`config.mk`:
```
export PLATFORM = sky130hd
export DESIGN_NAME = iq_decim24
export DESIGN_NICKNAME = d
export VERILOG_FILES = /design/src/rtl/iq_decim_pkg.sv /design/src/rtl/iq_cic_decim.sv /design/src/rtl/iq_fir_decim.sv /design/src/rtl/iq_decim24.sv
export SDC_FILE = /design/constraint.sdc
export NUM_CORES = 2
export LEC_CHECK = 0
export BUFFER_PORTS_ARGS = -buffer_cell sky130_fd_sc_hd__buf_2
export CORE_MARGIN = 5
export CORE_UTILIZATION = 50
export DETAILED_ROUTE_END_ITERATION = 16
export PLACE_DENSITY = 0.68
export SLEW_MARGIN = 0
export SYNTH_ARGS = -nofsm -noshare
export SYNTH_HDL_FRONTEND = slang
export SYNTH_HIERARCHICAL = 1
export SYNTH_SLANG_ARGS = --single-unit
```
`constraint.sdc`:
```
create_clock -name clk -period 12.84 [get_ports clk]
set_clock_uncertainty 0.05 [all_clocks]
set_input_delay 1.284 -clock clk [delete_from_list [all_inputs] [get_ports clk]]
set_output_delay 1.284 -clock clk [all_outputs]
set_load 0.03 [all_outputs]
```
`src/rtl/iq_decim_pkg.sv`:
```
package iq_decim_pkg;
  localparam int NUM_CH = 2;

  // bits needed by a sinc filter: input width plus log2 of its DC gain
  function automatic int cic_width(input int in_w, input int order, input int ratio);
    return in_w + $clog2(ratio ** order);
  endfunction

  // signed width holding the largest weight (j+1)(taps-j)
  function automatic int coef_width(input int taps);
    return $clog2((taps / 2) * (taps / 2 + 1) + 1) + 1;
  endfunction
endpackage

```
`src/rtl/iq_cic_decim.sv`:
```
module iq_cic_decim #(
  parameter int IN_W  = 3,
  parameter int ORDER = 4,
  parameter int RATIO = 6,
  parameter int OUT_W = 14
) (
  input  logic                    clk,
  input  logic                    rst,
  input  logic                    ce,
  input  logic signed [IN_W-1:0]  din,
  output logic                    vld,
  output logic signed [OUT_W-1:0] dout
);
  localparam int PW = $clog2(RATIO);

  logic [PW-1:0] phase;
  logic signed [OUT_W-1:0] integ    [ORDER];
  logic signed [OUT_W-1:0] integ_nx [ORDER];
  logic signed [OUT_W-1:0] dly      [ORDER];
  logic signed [OUT_W-1:0] comb_nx  [ORDER];
  logic dec_tick;
  logic signed [OUT_W-1:0] integ_head;

  assign dec_tick   = ce && (phase == PW'(RATIO - 1));
  assign integ_head = integ[0];

  always_comb begin
    integ_nx[0] = integ[0] + OUT_W'(din);
    for (int k = 1; k < ORDER; k++) integ_nx[k] = integ[k] + integ_nx[k-1];
    comb_nx[0] = integ_nx[ORDER-1] - dly[0];
    for (int k = 1; k < ORDER; k++) comb_nx[k] = comb_nx[k-1] - dly[k];
  end

  always_ff @(posedge clk) begin
    if (rst) begin
      phase <= '0;
      vld   <= 1'b0;
      dout  <= '0;
      for (int k = 0; k < ORDER; k++) begin
        integ[k] <= '0;
        dly[k]   <= '0;
      end
    end else begin
      vld <= dec_tick;
      if (ce) begin
        integ <= integ_nx;
        phase <= dec_tick ? '0 : phase + 1'b1;
      end
      if (dec_tick) begin
        dly[0] <= integ_nx[ORDER-1];
        for (int k = 1; k < ORDER; k++) dly[k] <= comb_nx[k-1];
        dout <= comb_nx[ORDER-1];
      end
    end
  end


  idle_hold_chk: assert property (@(posedge clk) disable iff (rst) !ce |=> $stable(integ_head));

  tick_after_ce_chk: assert property (@(posedge clk) disable iff (rst) vld |-> $past(ce));

  tick_single_chk: assert property (@(posedge clk) disable iff (rst) vld |=> !vld);
endmodule

```
`src/rtl/iq_fir_decim.sv`:
```
module iq_fir_decim #(
  parameter int IN_W  = 14,
  parameter int TAPS  = 24,
  parameter int RATIO = 4,
  parameter int OUT_W = 16,
  parameter int SHIFT = 8
) (
  input  logic                    clk,
  input  logic                    rst,
  input  logic                    in_vld,
  input  logic signed [IN_W-1:0]  din,
  output logic                    out_vld,
  output logic signed [OUT_W-1:0] dout
);
  import iq_decim_pkg::*;

  localparam int HALF = TAPS / 2;
  localparam int CW   = coef_width(TAPS);
  localparam int IW   = (HALF > 1) ? $clog2(HALF) : 1;
  localparam int PH_W = (RATIO > 1) ? $clog2(RATIO) : 1;
  localparam int AW   = IN_W + 1 + CW + IW + 1;
  localparam logic signed [AW-1:0] MAXV = AW'((64'sd1 <<< (OUT_W - 1)) - 1);
  localparam logic signed [AW-1:0] MINV = ~MAXV;

  function automatic logic signed [CW-1:0] coef(input logic [IW-1:0] j);
    return CW'((int'(j) + 1) * (TAPS - int'(j)));
  endfunction

  function automatic logic signed [OUT_W-1:0] round_sat(input logic signed [AW-1:0] a);
    logic signed [AW-1:0] half, r;
    half = AW'(1) << (SHIFT - 1);
    r    = (a + half) >>> SHIFT;
    if (r > MAXV) r = MAXV;
    if (r < MINV) r = MINV;
    return OUT_W'(r);
  endfunction

  logic signed [IN_W-1:0] line    [TAPS];
  logic signed [IN_W-1:0] line_nx [TAPS];
  logic signed [IN_W-1:0] shadow  [TAPS];
  logic [PH_W-1:0] phase;
  logic [IW-1:0]   idx;
  logic            busy, start, last;
  logic signed [IN_W:0]   presum;
  logic signed [AW-1:0]   prod, acc, acc_nx;

  assign start = in_vld && (phase == PH_W'(RATIO - 1));
  assign last  = busy && (idx == IW'(HALF - 1));

  always_comb begin
    line_nx[0] = din;
    for (int k = 1; k < TAPS; k++) line_nx[k] = line[k-1];
    presum = (IN_W+1)'(shadow[idx]) + (IN_W+1)'(shadow[TAPS-1-int'(idx)]);
    prod   = AW'(presum) * AW'(coef(idx));
    acc_nx = acc + prod;
  end

  always_ff @(posedge clk) begin
    if (rst) begin
      phase   <= '0;
      idx     <= '0;
      busy    <= 1'b0;
      acc     <= '0;
      out_vld <= 1'b0;
      dout    <= '0;
      for (int k = 0; k < TAPS; k++) begin
        line[k]   <= '0;
        shadow[k] <= '0;
      end
    end else begin
      out_vld <= last;
      if (last) dout <= round_sat(acc_nx);
      if (in_vld) begin
        line  <= line_nx;
        phase <= start ? '0 : phase + 1'b1;
      end
      if (start) begin
        shadow <= line_nx;
        busy   <= 1'b1;
        idx    <= '0;
        acc    <= '0;
      end else if (busy) begin
        acc <= acc_nx;
        idx <= idx + 1'b1;
        if (last) busy <= 1'b0;
      end
    end
  end


  mac_free_chk: assert property (@(posedge clk) disable iff (rst) start |-> !busy);

  strobe_pulse_chk: assert property (@(posedge clk) disable iff (rst) out_vld |=> !out_vld);

  strobe_after_mac_chk: assert property (@(posedge clk) disable iff (rst) out_vld |-> $past(busy));
endmodule

```
`src/rtl/iq_decim24.sv`:
```
module iq_decim24 #(
  parameter int IN_W      = 3,
  parameter int CIC_ORDER = 4,
  parameter int CIC_RATIO = 6,
  parameter int FIR_RATIO = 4,
  parameter int FIR_TAPS  = 24,
  parameter int OUT_W     = 16,
  parameter int OUT_SHIFT = 8
) (
  input  logic             clk,
  input  logic             rst,
  input  logic             smp_en,
  input  logic [IN_W-1:0]  smp_i,
  input  logic [IN_W-1:0]  smp_q,
  output logic             out_vld,
  output logic [OUT_W-1:0] out_i,
  output logic [OUT_W-1:0] out_q
);
  import iq_decim_pkg::*;

  localparam int MID_W = cic_width(IN_W, CIC_ORDER, CIC_RATIO);

  logic signed [IN_W-1:0]  smp_arr [NUM_CH];
  logic signed [MID_W-1:0] mid_arr [NUM_CH];
  logic signed [OUT_W-1:0] res_arr [NUM_CH];
  logic mid_vld [NUM_CH];
  logic ch_vld  [NUM_CH];

  assign smp_arr[0] = smp_i;
  assign smp_arr[1] = smp_q;

  for (genvar ch = 0; ch < NUM_CH; ch++) begin : g_path
    iq_cic_decim #(
      .IN_W(IN_W), .ORDER(CIC_ORDER), .RATIO(CIC_RATIO), .OUT_W(MID_W)
    ) u_cic (
      .clk(clk), .rst(rst), .ce(smp_en), .din(smp_arr[ch]),
      .vld(mid_vld[ch]), .dout(mid_arr[ch])
    );
    iq_fir_decim #(
      .IN_W(MID_W), .TAPS(FIR_TAPS), .RATIO(FIR_RATIO), .OUT_W(OUT_W), .SHIFT(OUT_SHIFT)
    ) u_fir (
      .clk(clk), .rst(rst), .in_vld(mid_vld[ch]), .din(mid_arr[ch]),
      .out_vld(ch_vld[ch]), .dout(res_arr[ch])
    );
  end

  assign out_vld = ch_vld[0];
  assign out_i   = res_arr[0];
  assign out_q   = res_arr[1];


  iq_lockstep_chk: assert property (@(posedge clk) disable iff (rst) ch_vld[0] == ch_vld[1]);

  reset_clear_chk: assert property (@(posedge clk) rst |=> (!out_vld && out_i == '0 && out_q == '0));
endmodule

```
# == Word-level counts from Yosys, hierarchy flattened ==
# Memory sizes are Yosys's and may differ from the RTL's.
# Index checks and enable logic that the tools add are counted.
# op_classes
eq_ne,6
order_cmp,8
n_mux,46
n_mul,4
reduce_logical,8
bitwise_logic,12
add_sub_neg,34
# op_table
operator,n
$bmux W14 S5,4
$mux W14,16
$mux W29,6
$sub A14 B14 Y14,8
$add A14 B14 Y14,6
$ge A32 B6 Y1 const B,2
$not A32 Y32,2
$add A29 B29 Y29,2
$add A29 B9 Y29 const B,2
$lt A29 B16 Y1 const B,2
$mul A15 B9 Y24,2
$gt A21 B16 Y1 const B,2
$mux W16,2
$add A14 B14 Y15,2
$add A14 B3 Y14,2
$sub A5 B4 Y6 const A,4
$mul A6 B6 Y9,2
$mux W1,14
$ge A5 B6 Y1 const B,2
$add A4 B1 Y5 const B,2
$not A4 Y5,2
$add A4 B1 Y4 const B,2
$eq A4 B4 Y1 const B,2
$or A1 B1 Y1,8
8 further kinds,20
# totals
mem_count,2
out_inout_bits,33
mem_bits_rw,112
ff_bits,1569
# memory_table
memory,words,word_bits,rd,rd_ports_with_merged_regs,wr,line_no,source
g_path[0].u_cic.dly,4,14,4,0,4,iq_cic_decim.sv:19,logic signed [OUT_W-1:0] dly [ORDER];
g_path[1].u_cic.dly,4,14,4,0,4,iq_cic_decim.sv:19,

# == Logic depth before layout (Yosys ltp) ==
# depth
ltp_word,15
mapped_depth,59
mapped_depth_nobuf,51

# == By module ==
# The synthesis kept the hierarchy.
# modules_own_cells
mod,cells_each,instances,area_per_inst_um2,seq_area_each_um2
iq_fir_decim at g_path[1].u_fir,3961,1,36307.3,14213.6
iq_fir_decim at g_path[0].u_fir,3885,1,35719.3,14213.6
iq_cic_decim at g_path[0].u_cic,1038,1,9275.1,3163.0
iq_cic_decim at g_path[1].u_cic,1022,1,9188.8,3163.0

# == Least setup slack after synthesis ==
# No wires, ideal clock.
# synth_timing
path_type,register to register
startpoint,register g_path[0].u_fir.idx[0]
endpoint,register g_path[0].u_fir.dout[10]
setup_ns,0.060
path_stages_with_launch,55
n_path_buf,8
synth_period_minus_slack_ns,13.058
t_arrival_ns,12.949
t_required_ns,12.730
setup_slack_ns,-0.218
path_cell_list,dfxtp_1 -> clkbuf_1 -> buf_1 -> buf_1 -> clkbuf_1 -> inv_1 -> ha_1 -> inv_1 -> clkbuf_1 -> buf_1 -> nor2_1 -> fa_1 -> ha_1 -> fa_1 -> inv_1 -> fa_1 -> inv_1 -> a21oi_1 -> [... 19 more ...] -> a21o_1 -> a21oi_1 -> xnor2_1 -> ha_1 -> buf_2 -> a21oi_1 -> o21ai_0 -> or3_1 -> nor3_1 -> or3_1 -> a211o_1 -> o2111ai_1 -> nor4_1 -> o21bai_1 -> a211oi_1 -> o21a_1 -> buf_4 -> a22o_1
# synth_via
elab_chain_len,15
# synth_rtl
item,line_no,source
start: declaration,iq_fir_decim.sv:42,logic [IW-1:0] idx;
start signal: assignment,iq_fir_decim.sv:84,idx <= idx + 1'b1;
$sub A5 B4 Y6,iq_fir_decim.sv:53,presum = (IN_W+1)'(shadow[idx]) + (IN_W+1)'(shadow[TAPS-1-int'(idx)]);
$not A32 Y32 (implied by the code),iq_fir_decim.sv:53,
$bmux W14 S5,iq_fir_decim.sv:53,
$mux W14 (implied by the code) (2 in a row),iq_fir_decim.sv:53,
$add A14 B14 Y15,iq_fir_decim.sv:53,
$mul A15 B9 Y24,iq_fir_decim.sv:54,prod = AW'(presum) * AW'(coef(idx));
$add A29 B29 Y29,iq_fir_decim.sv:55,acc_nx = acc + prod;
$add A29 B9 Y29,iq_fir_decim.sv:32,r = (a + half) >>> SHIFT;
$gt A21 B16 Y1,iq_fir_decim.sv:33,if (r > MAXV) r = MAXV;
$mux W29,iq_fir_decim.sv:33,
$mux W29,iq_fir_decim.sv:72,if (last) dout <= round_sat(acc_nx);
$mux W29,iq_fir_decim.sv:59,if (rst) begin
$lt A29 B16 Y1,iq_fir_decim.sv:34,if (r < MINV) r = MINV;
$mux W16,iq_fir_decim.sv:34,
end signal: assignment,iq_fir_decim.sv:72,
end: declaration,iq_fir_decim.sv:13,output logic signed [OUT_W-1:0] dout
# Several ways; a longest one is shown, not always the timed one. The select of a mux whose other input is x is not followed.
# A chain may end at the register's enable or synchronous reset.

# == Worst setup path in the final report ==
# layout_timing
startpoint,register g_path[1].u_fir.idx[0]
endpoint,register g_path[1].u_fir.dout[3]
# layout_via
elab_chain_len,15
# layout_rtl
item,line_no
start: declaration,iq_fir_decim.sv:42
start signal: assignment,iq_fir_decim.sv:84
$sub A5 B4 Y6,iq_fir_decim.sv:53
$not A32 Y32 (implied by the code),iq_fir_decim.sv:53
$bmux W14 S5,iq_fir_decim.sv:53
$mux W14 (implied by the code) (2 in a row),iq_fir_decim.sv:53
$add A14 B14 Y15,iq_fir_decim.sv:53
$mul A15 B9 Y24,iq_fir_decim.sv:54
$add A29 B29 Y29,iq_fir_decim.sv:55
$add A29 B9 Y29,iq_fir_decim.sv:32
$gt A21 B16 Y1,iq_fir_decim.sv:33
$mux W29,iq_fir_decim.sv:33
$mux W29,iq_fir_decim.sv:72
$mux W29,iq_fir_decim.sv:59
$lt A29 B16 Y1,iq_fir_decim.sv:34
$mux W16,iq_fir_decim.sv:34
end signal: assignment,iq_fir_decim.sv:72
end: declaration,iq_fir_decim.sv:13
# Several ways; a longest one is shown, not always the timed one. The select of a mux whose other input is x is not followed.

==> results.py <==
metrics = {
    "status": {
        "outcome": "finished clean",
    },
    "worst_setup_path": {
        "max_stage_delay_ps": 620,
        "r2r_slack_ps": 710,
        "cpMostUsedCell": "fa_1",
        "start_kind": "flop",
        "worstReg2RegStart": "g_path[1].u_fir/idx[0]",
        "crit_path_max_fanout": 13,
        "reg2reg_to": "g_path[1].u_fir/dout[3]",
        "slowest_stage": "or4b_4",
        "required_ps": 13490,
        "crit_path_end_kind": "flop",
        "arrival_ps": 12790,
        "r2r_cells": 47,
        "path_class": "flop to flop",
    },
    "grt": {
        "grt_pass1_vias": 65700,
        "top_usage_layer": "met2",
        "grt_pass1_wl_um": 325000,
        "grt_max_degree": 258,
        "met3_usage_pct": 2.58,
        "met2_usage_pct": 34.6,
        "grt_use_total_pct": 19.9,
        "antenna_found_initial": 3,
        "overflow": 0,
        "grt_use_met1_pct": 25.6,
    },
    "job": {
        "drv_cap": 0,
    },
    "floorplan": {
        "row_count": 156,
        "start_util_pct": 50.2,
        "core_um2": 180000,
        "dieWidth_um": 435,
        "ioPinCount": 42,
        "die_h_um": 435,
        "die-area_um2": 190000,
    },
    "min_path": {
        "hold_path_startpoint": "g_path[0].u_fir/line[302]",
        "hold_end": "g_path[0].u_fir/shadow[288]",
        "hold_depth": 2,
        "worstHoldPathType": "flop to flop",
    },
    "placed_design": {
        "globalplace.congestion": 0.883,
        "dp_slack_ps": -86.2,
        "port_buffers": 41,
        "dp_hpwl_um": 127000,
    },
    "synth": {
        "syn_inst": 9904,
        "syn_area_um2": 90500,
        "ys.warnings.count": 6,
        "syn-num-nets": 10600,
        "synth_area_per_cell_um2": 9.13,
    },
    "route": {
        "ant_nets": 0,
        "drt_iter0_drc": 4202,
        "post_drt_wl_per_cell_um": 15.7,
        "vias": 66400,
        "route.detailed.drc": 0,
        "via_per_inst": 5.45,
        "routed_wl_um": 192000,
        "firstDrtPassIters": 7,
    },
    "clocking": {
        "path_clk_slew_ps": 60,
        "clk-insertion-delay-late_ps": 810,
        "numCtsBuffers": 176,
        "htreeDepth": 4,
        "clockRootBuffer": "clkbuf_16",
        "hold_buffers": 0,
        "clk_path_buf_depth": 3,
        "cts.sinks": 1679,
        "cts_tree": "yes",
    },
    "timing": {
        "finalSetupViolCount": 0,
        "maxSlewViolCount": 0,
        "period_minus_slack_ps": 12130,
        "holdWs_ps": 375,
        "max_freq_mhz": 82.4,
        "hold_viol": 0,
        "relSlewSlack_pct": 16.1,
        "tightest_slew_ps": 1250,
        "fin_crit_sh_pct": 94.5,
        "setup_ws_ps": 706,
    },
    "layout": {
        "diodes": 0,
        "drive_above_1_share_pct": 8.82,
        "final_common_cell": "nand2_1",
        "multiInputGateArea_um2": 51600,
        "final_cell_mix": "nand2_1, dfxtp_1, nor2_1",
        "seq_area_um2": 34800,
        "nets": 10400,
        "area_growth_pct": 9.33,
        "fill_cells": 15900,
    },
}
repair_timing:
action,CTS,global route
resized for setup,1,56
endpoints found under the setup margin,15,34
cloned,0,2
pin swaps,1,3
buffers inserted,1,21
final cells by class:
| class | count | share of cell area [%] |
|---|---|---|
| timing repair buffer | 164 | 1.41 |
| inverter | 591 | 2.24 |
| clock inverter | 77 | 1.02 |
| tap | 2370 | 3.00 |
| multi-input combinational | 7072 | 52.1 |
| sequential | 1679 | 35.1 |
| clock buffer | 242 | 5.06 |
metal layers:
metal  share of wire [%]  vias to the layer above
met3                 3.4                      290
li1                    -                    33100
met1                  45                    32000
met5              0.0068                        -
met4                 3.0                        2
met2                  49                     1004
worst max-delay path, delay by kind of cell (launching register included):
kind | cells | cell delay (ps)
compound gates | 20 | 4100
xor+xnor | 1 | 170
fa+ha+maj | 11 | 4500
buf+inv | 6 | 720
flops | 1 | 460
simple gates | 9 | 1990
per-stage QoR:
| stage | std cells | area (um2) | utilization, % | setup TNS (ps) |
|---|---|---|---|---|
| floorplan | 9904 | 90500 | - | 0 |
| global placement | 11900 | 92400 | 51.3 | 0 |
| detailed placement | 11900 | 92400 | 51.3 | -260 |
| CTS | 12200 | 98500 | 54.6 | 0 |
| global route | 12200 | 98900 | 54.8 | -11.5 |
| finish | 12200 | 98900 | 54.8 | 0 |
how the worst max path moves through the flow:
| stage | start | to | cells after the start |
|---|---|---|---|
| finish | g_path[1].u_fir/idx[0] | g_path[1].u_fir/dout[3] | 47 |
| global placement | g_path[0].u_fir/idx[0] | g_path[0].u_fir/dout[3] | 44 |
| floorplan | g_path[1].u_fir/idx[0] | g_path[1].u_fir/dout[10] | 50 |
| CTS | g_path[1].u_fir/idx[0] | g_path[1].u_fir/dout[3] | 45 |
| detailed placement | g_path[0].u_fir/idx[0] | g_path[0].u_fir/dout[11] | 42 |
| global route | g_path[0].u_fir/idx[0] | g_path[0].u_fir/dout[14] | 50 |
sequential cells by signal (all words and copies together), names as in the netlist, 6 cells and up:
signal	cells
g_path.u_fir/line	644
g_path.u_cic/integ_head	28
g_path.u_cic/phase	6
g_path.u_fir/dout	32
g_path.u_cic/integ	84
g_path.u_fir/shadow	672
g_path.u_cic/dly	112
g_path.u_cic/dout	28
g_path.u_fir/acc	56
g_path.u_fir/idx	8
Power is left out: the tool's default activity adds up to more than one toggle a clock period on the data nets, which glitch-free logic cannot reach.
